$ cat src/rtl/spi_bufctl_pkg.sv
package spi_bufctl_pkg;
  localparam int WORD_W = 16;
  localparam int HP_W   = 10;

  // coarse ratio: code n gives 4**n
  function automatic logic [HP_W-1:0] pri_ratio(input logic [1:0] code);
    return HP_W'(1) << (2 * code);
  endfunction

  // system clocks per serial clock half period
  function automatic logic [HP_W-1:0] half_period(input logic [1:0] pcode,
                                                  input logic [2:0] scode);
    return pri_ratio(pcode) * (HP_W'(scode) + HP_W'(1));
  endfunction
endpackage

$ cat src/rtl/spi_fifo.sv
module spi_fifo #(
  parameter int W     = 16,
  parameter int DEPTH = 8
) (
  input  logic         clk,
  input  logic         rst_n,
  input  logic         lim1,
  input  logic         push,
  input  logic         pop,
  input  logic [W-1:0] din,
  output logic [W-1:0] dout,
  output logic         full,
  output logic         empty
);
  localparam int AW = (DEPTH > 1) ? $clog2(DEPTH) : 1;
  localparam int CW = $clog2(DEPTH + 1);

  logic [W-1:0]  mem [DEPTH];
  logic [AW-1:0] wp, rp;
  logic [CW-1:0] cnt, lim;
  logic          push_ok, pop_ok;

  function automatic logic [AW-1:0] nxt(input logic [AW-1:0] p);
    return (p == AW'(DEPTH - 1)) ? '0 : p + AW'(1);
  endfunction

  assign lim     = lim1 ? CW'(1) : CW'(DEPTH);
  assign full    = (cnt >= lim);
  assign empty   = (cnt == '0);
  assign push_ok = push && !full;
  assign pop_ok  = pop && !empty;
  assign dout    = mem[rp];

  always_ff @(posedge clk) begin
    if (push_ok) mem[wp] <= din;
  end

  always_ff @(posedge clk or negedge rst_n) begin
    if (!rst_n) begin
      wp  <= '0;
      rp  <= '0;
      cnt <= '0;
    end else begin
      if (push_ok) wp <= nxt(wp);
      if (pop_ok)  rp <= nxt(rp);
      case ({push_ok, pop_ok})
        2'b10:   cnt <= cnt + CW'(1);
        2'b01:   cnt <= cnt - CW'(1);
        default: cnt <= cnt;
      endcase
    end
  end


  fifo_bound_chk: assert property (@(posedge clk) disable iff (!rst_n)
    cnt <= CW'(DEPTH));

  full_hold_chk: assert property (@(posedge clk) disable iff (!rst_n)
    (push && full && !pop) |=> (cnt == $past(cnt)));
endmodule

$ cat src/rtl/spi_clkdiv.sv
module spi_clkdiv
  import spi_bufctl_pkg::*;
(
  input  logic       clk,
  input  logic       rst_n,
  input  logic       run,
  input  logic [1:0] pri_code,
  input  logic [2:0] sec_code,
  output logic       tick
);
  logic [HP_W-1:0] hp, cnt;

  assign hp   = half_period(pri_code, sec_code);
  assign tick = run && (cnt == '0);

  always_ff @(posedge clk or negedge rst_n) begin
    if (!rst_n)           cnt <= '0;
    else if (!run)        cnt <= hp - HP_W'(1);
    else if (cnt == '0)   cnt <= hp - HP_W'(1);
    else                  cnt <= cnt - HP_W'(1);
  end


  tick_space_chk: assert property (@(posedge clk) disable iff (!rst_n)
    (tick && run && hp > HP_W'(1) && $stable(hp)) |=> !tick);
endmodule

$ cat src/rtl/spi_engine.sv
module spi_engine #(
  parameter int W = 16
) (
  input  logic         clk,
  input  logic         rst_n,
  input  logic         en,
  input  logic         mst,
  input  logic         tick,
  input  logic         tx_empty,
  input  logic [W-1:0] tx_data,
  input  logic         sdi_raw,
  input  logic         sck_s,
  input  logic         ss_ok,
  input  logic         sdi_s,
  output logic         tx_pop,
  output logic         done,
  output logic [W-1:0] rx_word,
  output logic         busy,
  output logic         sck_o,
  output logic         sdo_o
);
  localparam int BW = $clog2(W);

  logic [W-1:0]  tx_sr, rx_sr;
  logic [BW-1:0] bitcnt;
  logic          sck_q, sck_d, need_load, done_q;
  logic          s_rise, s_fall, m_load, s_load;

  assign s_rise  = sck_s && !sck_d;
  assign s_fall  = !sck_s && sck_d;
  assign m_load  = en && mst && !busy && !tx_empty;
  assign s_load  = en && !mst && need_load && !sck_s;
  assign tx_pop  = m_load || (s_load && !tx_empty);
  assign done    = done_q;
  assign rx_word = rx_sr;
  assign sck_o   = sck_q;
  assign sdo_o   = mst ? (busy && tx_sr[W-1]) : (en && ss_ok && tx_sr[W-1]);

  always_ff @(posedge clk or negedge rst_n) begin
    if (!rst_n) begin
      busy      <= 1'b0;
      sck_q     <= 1'b0;
      sck_d     <= 1'b0;
      tx_sr     <= '0;
      rx_sr     <= '0;
      bitcnt    <= '0;
      need_load <= 1'b1;
      done_q    <= 1'b0;
    end else begin
      done_q <= 1'b0;
      sck_d  <= sck_s;
      if (en && mst) begin
        need_load <= 1'b1;
        if (!busy) begin
          if (!tx_empty) begin
            busy   <= 1'b1;
            tx_sr  <= tx_data;
            bitcnt <= BW'(W - 1);
          end
        end else if (tick) begin
          if (!sck_q) begin
            sck_q <= 1'b1;
            rx_sr <= {rx_sr[W-2:0], sdi_raw};
          end else begin
            sck_q <= 1'b0;
            tx_sr <= {tx_sr[W-2:0], 1'b0};
            if (bitcnt == '0) begin
              busy   <= 1'b0;
              done_q <= 1'b1;
            end else begin
              bitcnt <= bitcnt - BW'(1);
            end
          end
        end
      end else begin
        busy  <= 1'b0;
        sck_q <= 1'b0;
        if (en) begin
          if (!ss_ok) begin
            bitcnt <= '0;
          end else if (s_rise) begin
            rx_sr <= {rx_sr[W-2:0], sdi_s};
            if (bitcnt == BW'(W - 1)) begin
              bitcnt    <= '0;
              done_q    <= 1'b1;
              need_load <= 1'b1;
            end else begin
              bitcnt <= bitcnt + BW'(1);
            end
          end
          if (s_load) begin
            need_load <= 1'b0;
            tx_sr     <= tx_empty ? '0 : tx_data;
          end else if (s_fall && ss_ok && !need_load) begin
            tx_sr <= {tx_sr[W-2:0], 1'b0};
          end
        end else begin
          need_load <= 1'b1;
          bitcnt    <= '0;
        end
      end
    end
  end


  idle_low_chk: assert property (@(posedge clk) disable iff (!rst_n)
    (en && mst && !busy) |-> !sck_q);

  done_low_chk: assert property (@(posedge clk) disable iff (!rst_n)
    (done_q && mst && $past(en && mst)) |-> !sck_q);
endmodule

$ cat src/rtl/spi_bufctl.sv
module spi_bufctl
  import spi_bufctl_pkg::*;
#(
  parameter int FIFO_DEPTH = 8
) (
  input  logic        clk,
  input  logic        rst_n,
  input  logic [1:0]  bus_addr,
  input  logic        bus_wr,
  input  logic        bus_rd,
  input  logic [15:0] bus_wdata,
  output logic [15:0] bus_rdata,
  output logic        sck_o,
  input  logic        sck_i,
  input  logic        ss_n_i,
  output logic        sdo_o,
  input  logic        sdi_i,
  output logic        irq_o
);
  localparam int NSYNC = 3;
  localparam logic [NSYNC-1:0] SYNC_RST = 3'b010;

  // control fields
  logic [1:0] pri_code;
  logic [2:0] sec_code;
  logic       mst, cke, ssen, ie, deep, en, ovf, irq_q;
  logic [15:0] rdata_q;

  // internal events
  logic              tx_push, tx_pop, tx_full, tx_empty;
  logic              rx_push, rx_pop, rx_full, rx_empty;
  logic [WORD_W-1:0] tx_head, rx_head, rx_word;
  logic              tick, busy, ss_ok;
  logic [NSYNC-1:0]  raw_in, syn_in;

  assign raw_in = {sck_i, ss_n_i, sdi_i};

  for (genvar g = 0; g < NSYNC; g++) begin : g_sync
    logic [1:0] ff;
    always_ff @(posedge clk or negedge rst_n) begin
      if (!rst_n) ff <= {2{SYNC_RST[g]}};
      else        ff <= {ff[0], raw_in[g]};
    end
    assign syn_in[g] = ff[1];
  end

  assign ss_ok   = (ssen || cke) ? !syn_in[1] : 1'b1;
  assign tx_push = bus_wr && (bus_addr == 2'd3);
  assign rx_pop  = bus_rd && (bus_addr == 2'd3) && !rx_empty;

  spi_fifo #(.W(WORD_W), .DEPTH(FIFO_DEPTH)) u_txq (
    .clk(clk), .rst_n(rst_n), .lim1(!deep), .push(tx_push), .pop(tx_pop),
    .din(bus_wdata), .dout(tx_head), .full(tx_full), .empty(tx_empty));

  spi_fifo #(.W(WORD_W), .DEPTH(FIFO_DEPTH)) u_rxq (
    .clk(clk), .rst_n(rst_n), .lim1(!deep), .push(rx_push), .pop(rx_pop),
    .din(rx_word), .dout(rx_head), .full(rx_full), .empty(rx_empty));

  spi_clkdiv u_div (
    .clk(clk), .rst_n(rst_n), .run(busy), .pri_code(pri_code),
    .sec_code(sec_code), .tick(tick));

  spi_engine #(.W(WORD_W)) u_eng (
    .clk(clk), .rst_n(rst_n), .en(en), .mst(mst), .tick(tick),
    .tx_empty(tx_empty), .tx_data(tx_head), .sdi_raw(sdi_i),
    .sck_s(syn_in[2]), .ss_ok(ss_ok), .sdi_s(syn_in[0]),
    .tx_pop(tx_pop), .done(rx_push), .rx_word(rx_word), .busy(busy),
    .sck_o(sck_o), .sdo_o(sdo_o));

  always_ff @(posedge clk or negedge rst_n) begin
    if (!rst_n) begin
      pri_code <= '0;
      sec_code <= '0;
      mst      <= 1'b0;
      cke      <= 1'b0;
      ssen     <= 1'b0;
      ie       <= 1'b0;
      deep     <= 1'b0;
      en       <= 1'b0;
      ovf      <= 1'b0;
      irq_q    <= 1'b0;
    end else begin
      irq_q <= rx_push && ie;
      if (bus_wr) begin
        case (bus_addr)
          2'd0: begin
            pri_code <= bus_wdata[1:0];
            sec_code <= bus_wdata[4:2];
            mst      <= bus_wdata[5];
            cke      <= bus_wdata[6];
            ssen     <= bus_wdata[8];
            ie       <= bus_wdata[9];
          end
          2'd1: deep <= bus_wdata[0];
          2'd2: begin
            en <= bus_wdata[15];
            if (!bus_wdata[6]) ovf <= 1'b0;
          end
          default: ;
        endcase
      end
      if (rx_push && rx_full) ovf <= 1'b1;
    end
  end

  always_ff @(posedge clk or negedge rst_n) begin
    if (!rst_n) begin
      rdata_q <= '0;
    end else if (bus_rd) begin
      case (bus_addr)
        2'd0:    rdata_q <= {6'b0, ie, ssen, 1'b0, cke, mst, sec_code, pri_code};
        2'd1:    rdata_q <= {15'b0, deep};
        2'd2:    rdata_q <= {en, 8'b0, ovf, 4'b0, tx_full, rx_empty};
        default: rdata_q <= rx_empty ? 16'h0000 : rx_head;
      endcase
    end
  end

  assign bus_rdata = rdata_q;
  assign irq_o     = irq_q;


  ovf_set_chk: assert property (@(posedge clk) disable iff (!rst_n)
    (rx_push && rx_full) |=> ovf);

  irq_src_chk: assert property (@(posedge clk) disable iff (!rst_n)
    irq_o |-> $past(rx_push && ie));
endmodule

$ cat config.mk
export PLATFORM = sky130hd
export DESIGN_NAME = spi_bufctl
export DESIGN_NICKNAME = d
export VERILOG_FILES = /design/src/rtl/spi_bufctl_pkg.sv /design/src/rtl/spi_fifo.sv /design/src/rtl/spi_clkdiv.sv /design/src/rtl/spi_engine.sv /design/src/rtl/spi_bufctl.sv
export SDC_FILE = /design/constraint.sdc
export NUM_CORES = 1
export LEC_CHECK = 0
export ABC_AREA = 1
export BUFFER_PORTS_ARGS = -buffer_cell sky130_fd_sc_hd__buf_2
export CAP_MARGIN = 20
export CORE_UTILIZATION = 39
export DETAILED_ROUTE_END_ITERATION = 12
export HOLD_SLACK_MARGIN = 0.02
export SETUP_SLACK_MARGIN = 0.4
export SLEW_MARGIN = 10
export SYNTH_ARGS = -nofsm -noshare
export SYNTH_HDL_FRONTEND = slang
export SYNTH_HIERARCHICAL = 1
export SYNTH_SLANG_ARGS = --single-unit
$ cat constraint.sdc
create_clock -name clk -period 4.1 [get_ports clk]
set_input_delay 0.205 -clock clk [delete_from_list [all_inputs] [get_ports clk]]
set_output_delay 0.205 -clock clk [all_outputs]
set_load 0.02 [all_outputs]
==> results of run 1 <==
worst min-delay path, cell delays in order:
cell and delay, ns:
buf_2 0.18, nand3_1 0.12, o21ai_0 0.08
kinds of logic (layout without fill, tap and decap cells):
family	count (synthesis)	after routing	synth area share
adder cells (fa/ha/maj)	43	43	0.0346
buffers and inverters	184	285	0.0551
flip-flops	362	362	0.607
multiplexers	1	1	0.000587
XOR/XNOR	18	18	0.00925
AND/OR/NAND/NOR	980	980	0.234
AO/OA/AOI/OAI	194	194	0.0593
cells in the final DEF, fill, tap and decap left out, types with 2 or more instances in the layout:
cell,count
nor2_4,5
nand2_2,5
nor2_1,250
fa_1,7
clkbuf_8,2
o21ai_1,93
inv_6,2
buf_4,35
or2_2,5
nand3_2,5
nor2_2,4
nand2_4,3
clkbuf_16,41
clkinv_4,2
buf_2,42
dfrtp_2,2
clkbuf_1,10
o211ai_1,3
inv_1,104
xor2_1,10
nand3_1,96
ha_1,36
nand2_1,587
dlygate4sd3_1,23
nand3b_1,2
bufinv_16,3
dfstp_2,3
xnor2_1,8
dfrtp_1,101
o21ai_2,6
edfxtp_1,256
nand4_1,15
a21oi_1,25
clkinv_2,4
clkinv_1,8
inv_2,7
o21ai_0,61
a31oi_1,3
registers in the layout, summed over array words and instances, names as in the netlist, 2 cells and up:
signal,cells
bus_rdata,16
g_sync.ff,6
pri_code,2
sec_code,3
u_div/cnt,10
u_eng/bitcnt,4
u_eng/rx_word,16
u_eng/tx_sr,16
u_rxq/cnt,4
u_rxq/mem,128
u_rxq/rp,3
u_rxq/wp,3
u_txq/cnt,4
u_txq/mem,128
u_txq/rp,3
u_txq/wp,3
per-stage QoR:
stage          setup WS [ns]  total power [mW]
6_report               0.976              12.4
5_1_grt                0.598              13.3
4_1_cts                 1.00              12.5
3_5_place_dp            1.01              8.97
3_3_place_gp            1.08              8.88
2_1_floorplan           1.26              8.05
area by class of cell:
type	count	area share
Clock buffer	53	0.0567
Clock inverter	18	0.00910
Inverter	114	0.0224
Multi-Input combinational cell	1236	0.300
Sequential cell	362	0.538
Tap cell	585	0.0380
Timing Repair Buffer	100	0.0365
worst paths after layout:
path	startpoint	endpoint	slack (ns)	cells past startpoint
min reg2reg	g_sync[1].ff[0]	g_sync[1].ff[1]	0.35	0
max	sec_code[0]	u_div/cnt[9]	0.98	18
min	bus_addr[0]	deep	0.09	3
min in group asynchronous	rst_n	u_eng/tx_sr[12]	0.29	2
max in group asynchronous	rst_n	bus_rdata[11]	2.88	3
max reg2reg	sec_code[0]	u_div/cnt[9]	0.98	18
report_power, final:
part	leakage [nW]	internal, mW	switching [mW]	total (mW)
logic	3.99	1.31	2.68	3.99
clock network	0.616	2.06	1.44	3.50
registers	3.68	4.48	0.434	4.91
total	8.29	7.85	4.56	12.4
synth_stat cells (all sizes together):
library cell	n	area, um^2
xor2	10	87.6
nand3b	2	15.0
dfrtp	103	2580
edfxtp	256	7690
nand2	595	2270
xnor2	8	70.1
or2	5	31.3
a21oi	25	125
nor2	259	1020
nand3	102	548
mux2i	1	10.0
ha	36	450
nor3	2	21.3
o211ai	3	22.5
inv	112	423
o21bai	1	7.51
a31oi	3	18.8
fa	7	140
clkbuf	12	45.0
o21ai	160	823
buf	58	464
o31ai	1	7.51
o22ai	1	6.26
dfstp	3	78.8
nand4	15	93.8
clkinv	2	7.51
per-layer routing:
layer	vias up	track usage	wire length [um]
met4	4	0.0635	1040
li1	6007	-	-
met2	247	0.314	19400
met1	5857	0.240	17600
met5	-	0	18
met3	68	0.0297	1890
==> metrics, run 1 <==
first-pass GRT wire length 63700 um; Cell Area, Synth 17100 um^2; outcome finished clean; Mean Syn Cell Area 9.57 um^2; Fmax achieved 0.320 GHz; Final Core Density 0.447; Synth Net Count 1850; Fin Clk Skew 0.00839 ns; htree depth 2; Post-Place Cells 2374; Die Ht 211 um; Fillers 4043; Total Routing Usage GR 0.185; Pleak 8.29 nW; most used cell along the critical path nand2_1; # IOs 44; crit path cell chain ha_1 > inv_1 > nand2_1 > nand2_1 > inv_1 > nor2_1 > inv_1 > ha_1 > fa_1 > ha_1 > nand2_1 > nand2_1 > nand2_1 > nand2_1 > nor2_1 > nand3_1 > nand3_1 > nand2_1; Unique masters post-synth 40; post-CTS setup buffers 0; RD Place Congestion 0.853; crit path DAT 3.57 ns; Critical Path Source Type flop; max incr delay on CP 0.46 ns; nature of the critical path endpoint flop; Synth Instances 1782; Ys Warns 6; wire length per cell 16.2 um; max_cap viols 0; antenna cell count 0; layout cell share with drive strength beyond 1 0.0956; die width 211 um; Critical path buffers and inverters 3; CP delay by family, top adder cells; minimum clock period 3.12 ns; WP data required 4.55 ns; post_cts resized 0; nets 1922; clock sinks 362; FF/Latch Area 10300 um^2; Yosys reg bits 362; final setup fails 0; final non-filler cell total 2468; port buffer count 43; final instance area 19200 um^2; initial antenna violation count 2; Crit Path Max Fanout 7; Slew Limit Headroom 0.399; hold buffers post-CTS 23; Slew Viols, Final 0; Worst-Skew Late Latency 0.55 ns; DP HPWL 24200 um; First-pass DRT Iterations 5; area delta synth->final 12.9%; final WL 40000 um; vias post-DR 12200; placeable core area 43100 um^2; Fin. Hold Viols 0; maximum clock path buffer count 3; critical path type flop to flop; clock root buffer clkbuf_16; Seq/Total Area, Yosys 0.607; Initial Utilization 0.396; Pwr Density 645 nW/um^2; WHS 0.0898 ns; largest net degree at the start of global routing 67; Hold WC Path Type primary input to flop; setup TNS 0 ns; vias in the first global route 11800; Detail Route Antenna Nets 0; Worst Tran Pin Value 0.902 ns; GRT overflow 0; RSZ-0062 raised after global routing no; Critical-path top delay cell fa_1; Num CTS Buffers 40; Multi-input gate area 5770 um^2; Post-DP Area 17700 um^2; final period utilization 0.762; DR iter-0 viols 826; Rows 76; worst vdd ir 383 uV; Reg clk slew, reported paths 0.06 ns; DRC violation count after routing 0; Avg Vias per Cell 4.94; die area 44600 um^2; CTS tree done
No activity file was read; power rests on OpenSTA's default activity.
==> inputs of run 2 (changes only) <==
- clock period: 4.1 -> 2.86 ns (I/O delays scaled with it)
==> metrics, run 2 (synthesis gave the netlist of run 1 again) <==
Pleak 8.46 nW; Slew Viols, Final 0; largest registers u_rxq/mem: 128 flops, u_txq/mem: 128 flops; Net Switching 6.79 mW; wire length per cell 16.4 um; Rows 76; worst vdd ir 511 uV; WP data required 3.30 ns; internal power 11.6 mW; port buffer count 43; Total Routing Usage GR 0.189; vias post-DR 12300; commonest cells after routing, fill and taps aside nand2_1, edfxtp_1, nor2_1; Initial Utilization 0.396; Fin. Hold Viols 0; RD Place Congestion 0.852; Gate power share 0.341; Reg2Reg Depth 16; Worst-Skew Late Latency 0.55 ns; first-pass GRT wire length 65800 um; antenna cell count 0; vias in the first global route 12100; htree depth 2; nature of the critical path endpoint flop; First-pass DRT Iterations 5; clock sinks 362; # IOs 44; Post-DP Area 17900 um^2; layout cell share with drive strength beyond 1 0.142; final non-filler cell total 2501; sequential power share 0.382; Pwr Density 928 nW/um^2; Num CTS Buffers 41; DP HPWL 24300 um; final setup fails 0; placeable core area 43100 um^2; Worst Tran Pin Value 0.819 ns; DRC violation count after routing 0; maximum clock path buffer count 3; crit path DAT 3.18 ns; die area 44600 um^2; Critical Path Source Type flop; largest net degree at the start of global routing 67; Post-Place Cells 2386; max_cap viols 0; Die Ht 211 um; setup TNS 0 ns; outcome finished clean; clock root buffer clkbuf_16; RSZ-0062 raised after global routing yes; Avg Vias per Cell 4.93; FF/Latch Area 10300 um^2; Fmax achieved 0.364 GHz; Crit Path Max Fanout 4; minimum clock period 2.74 ns; Switching Share 0.369; Final Total Pwr 18.4 mW; die width 211 um; Fillers 4073; worst setup margin 0.116 ns; area delta synth->final 16.5%; GRT overflow 0; pre-CTS WS 0.0690 ns; Slew Limit Headroom 0.454; final period utilization 0.959; final instance area 19900 um^2; most common cell after layout, fill and taps aside nand2_1; critical path type flop to flop; Hold WC Path Type primary input to async pin; final WL 41000 um; CTS tree done; nets 1951; Reg clk slew, reported paths 0.06 ns; Fin Clk Skew 0.0133 ns; clock network power share 0.277; initial antenna violation count 1; Detail Route Antenna Nets 0; Multi-input gate area 6060 um^2; Final Core Density 0.461; WHS 0.237 ns; DR iter-0 viols 774
run 2: metal layers:
layer,wire [um],part of all wire,vias up,GRT usage
met3,2100,0.051,48,0.0305
met2,20500,0.50,258,0.330
met5,13,0.00032,-,0
met4,717,0.017,2,0.0495
met1,17700,0.43,5947,0.244
li1,-,-,6066,-
run 2: worst paths after layout:
path | to | start | slack (ns)
max in group asynchronous | u_txq/cnt[3] | rst_n | 1.80
worst max register to register | u_div/cnt[9] | sec_code[1] | 0.12
min in group clk | g_sync[1].ff[0] | ss_n_i | 0.25
worst min register to register | g_sync[2].ff[1] | g_sync[2].ff[0] | 0.35
worst max-delay path | u_div/cnt[9] | sec_code[1] | 0.12
worst min-delay path | bus_rdata[7] | rst_n | 0.24
run 2: repair_timing:
action | 4_1_cts | 5_1_grt
setup endpoints to repair | 7 | 43
pin swaps | 16 | 18
buffers inserted | 7 | 7
gates resized for setup | 25 | 39
hold buffers | 25 | 0
endpoints found under the hold margin | 199 | 0
run 2: power groups by stage:
stage	combinational (mW)	sequential, mW	clock (mW)
after global placement	5.74	7.10	0
final	6.28	7.04	5.10
after floorplan	4.58	7.02	0
after detailed placement	5.86	7.13	0
after CTS	6.06	7.03	5.22
after global routing	7.14	7.14	5.43
run 2: worst max-delay path, stage by stage (launching register included):
cell     delay, ns
dfrtp_1       0.43
ha_4          0.19
nand2_2       0.08
nand2_2       0.07
inv_4         0.09
nor2_4        0.04
fa_2          0.36
fa_2          0.57
ha_4          0.22
nand2_2       0.06
nand2_2       0.07
nand2_1       0.07
nand2_1       0.05
nor2_2        0.12
nand3_1       0.08
nand3_1       0.08
nand2_1       0.05
run 2: layout make-up:
type	instances	share of cell area
repair buffers	128	0.0487
inverters	114	0.0219
clock inverters	21	0.00826
flip-flops and latches	362	0.521
multi-input cells	1236	0.305
clock buffers	55	0.0580
well taps	585	0.0369
==> inputs of run 3 (changes only) <==
- RECOVER_POWER: not set -> 50
==> metrics, run 3 (synthesis gave the netlist of run 1 again) <==
Fmax achieved 0.364 GHz; hold_sp ss_n_i; final non-filler cell total 2501; Critical Path Source Type flop; DR iter-0 viols 786; wire length per cell 16.4 um; Pwr Density 929 nW/um^2; placeable core area 43100 um^2; CTS tree done; largest registers u_rxq/mem: 128 flops, u_txq/mem: 128 flops; Total Routing Usage GR 0.189; area delta synth->final 16.1%; initial antenna violation count 1; final instance area 19800 um^2; RSZ-0062 raised after global routing yes; port buffer count 43; Detail Route Antenna Nets 0; maximum clock path buffer count 3; worst vdd ir 513 uV; minimum clock period 2.74 ns; Reg clk slew, reported paths 0.06 ns; clock sinks 362; Die Ht 211 um; crit path cell chain ha_4 > nand2_2 > nand2_2 > inv_4 > nor2_4 > fa_2 > fa_2 > ha_4 > nand2_2 > nand2_2 > nand2_1 > nand2_1 > nor2_2 > nand3_1 > nand3_1 > nand2_1; antenna cell count 0; max_cap viols 1; critical path type flop to flop; Slew Limit Headroom -0.0388; RD Place Congestion 0.852; most common cell after layout, fill and taps aside nand2_1; hold worst-path end g_sync[1].ff[0]; Worst Tran Pin Value 1.56 ns; # IOs 44; max incr delay on CP 0.57 ns; largest net degree at the start of global routing 67; sequential power share 0.382; vias in the first global route 12100; nature of the critical path endpoint flop; register-to-register path setup slack 0.12 ns; Rows 76; hold depth 2; Critical-path top delay cell fa_2; Avg Vias per Cell 4.92; clock root buffer clkbuf_16; worst r2r src sec_code[1]; Num CTS Buffers 41; Fin Clk Skew 0.0134 ns; Net Switching 6.78 mW; Reg2Reg Depth 16; First-pass DRT Iterations 5; Slew Viols, Final 55; Initial Utilization 0.396; final period utilization 0.960; GRT overflow 0; DP HPWL 24300 um; most used cell along the critical path nand2_2; clock network power share 0.277; final setup fails 0; crit path DAT 3.18 ns; violated checks max-capacitance violations, max-slew violations; Pleak 8.40 nW; layout cell share with drive strength beyond 1 0.132; die area 44600 um^2; nets 1951; Fin. Hold Viols 0; setup TNS 0 ns; commonest cells after routing, fill and taps aside nand2_1, edfxtp_1, nor2_1; Post-DP Area 17900 um^2; R2R Path End u_div/cnt[9]; htree depth 2; DRC violation count after routing 0; WHS 0.251 ns; outcome finished, violations left; first-pass GRT wire length 65800 um; die width 211 um; internal power 11.6 mW; final WL 41000 um; Worst-Skew Late Latency 0.55 ns; Gate power share 0.341; WP data required 3.30 ns; Crit Path Max Fanout 4; Post-Place Cells 2386; Hold WC Path Type primary input to flop; vias post-DR 12300; Switching Share 0.369
==> run 3: final cells by class <==
cell class	count	area, um^2
repair buffers	128	925
clock buffers	55	1150
clock inverters	21	164
inverters	114	435
fillers	4084	23300
multi-input cells	1236	6050
well taps	585	732
flip-flops and latches	362	10300
==> run 3: worst max-delay path: cells and delay by family, from the launching register on <==
family	cells	cell delay [ns]
AND/OR/NAND/NOR	11	0.77
flip-flops	1	0.42
buffers and inverters	1	0.09
adder cells (fa/ha/maj)	4	1.34
==> run 3: routing by layer <==
metal / track usage / vias to the layer above / part of all wire
met5: 0 / - / 0.00032
met4: 0.0495 / 2 / 0.017
met3: 0.0305 / 48 / 0.048
met2: 0.330 / 266 / 0.50
met1: 0.244 / 5927 / 0.43
li1: - / 6069 / -
==> run 3: timing repair <==
action,in CTS,in global routing
hold endpoints to repair,199,0
resized for setup,25,39
pin swaps,16,18
cloned,0,0
hold buffers,25,0
setup buffers,7,7
endpoints found under the setup margin,7,43
==> run 3: worst max path at each step <==
stage | to | slack (ns) | from
6_report | u_div/cnt[9] | 0.12 | sec_code[1]
5_1_grt | u_div/cnt[7] | -0.03 | sec_code[1]
4_1_cts | u_div/cnt[7] | 0.14 | sec_code[0]
3_5_place_dp | u_div/cnt[9] | 0.07 | sec_code[1]
3_3_place_gp | u_div/cnt[9] | 0.10 | sec_code[1]
2_1_floorplan | u_div/cnt[9] | 0.19 | sec_code[0]
==> run 3: metrics by stage <==
stage / total power [mW] / worst slack, ns / utilization
2_1_floorplan: 11.6 / 0.194 / -
3_3_place_gp: 12.8 / 0.104 / 0.416
3_5_place_dp: 13.0 / 0.0690 / 0.416
4_1_cts: 18.3 / 0.138 / 0.456
5_1_grt: 19.7 / -0.0289 / 0.460
6_report: 18.4 / 0.115 / 0.460
==> run 3: power groups by stage <==
| stage | Clock (mW) | Combinational (mW) | Sequential [mW] |
|---|---|---|---|
| 2_1_floorplan | 0 | 4.58 | 7.02 |
| 3_3_place_gp | 0 | 5.74 | 7.10 |
| 3_5_place_dp | 0 | 5.86 | 7.13 |
| 4_1_cts | 5.22 | 6.06 | 7.03 |
| 5_1_grt | 5.43 | 7.13 | 7.14 |
| 6_report | 5.10 | 6.27 | 7.04 |
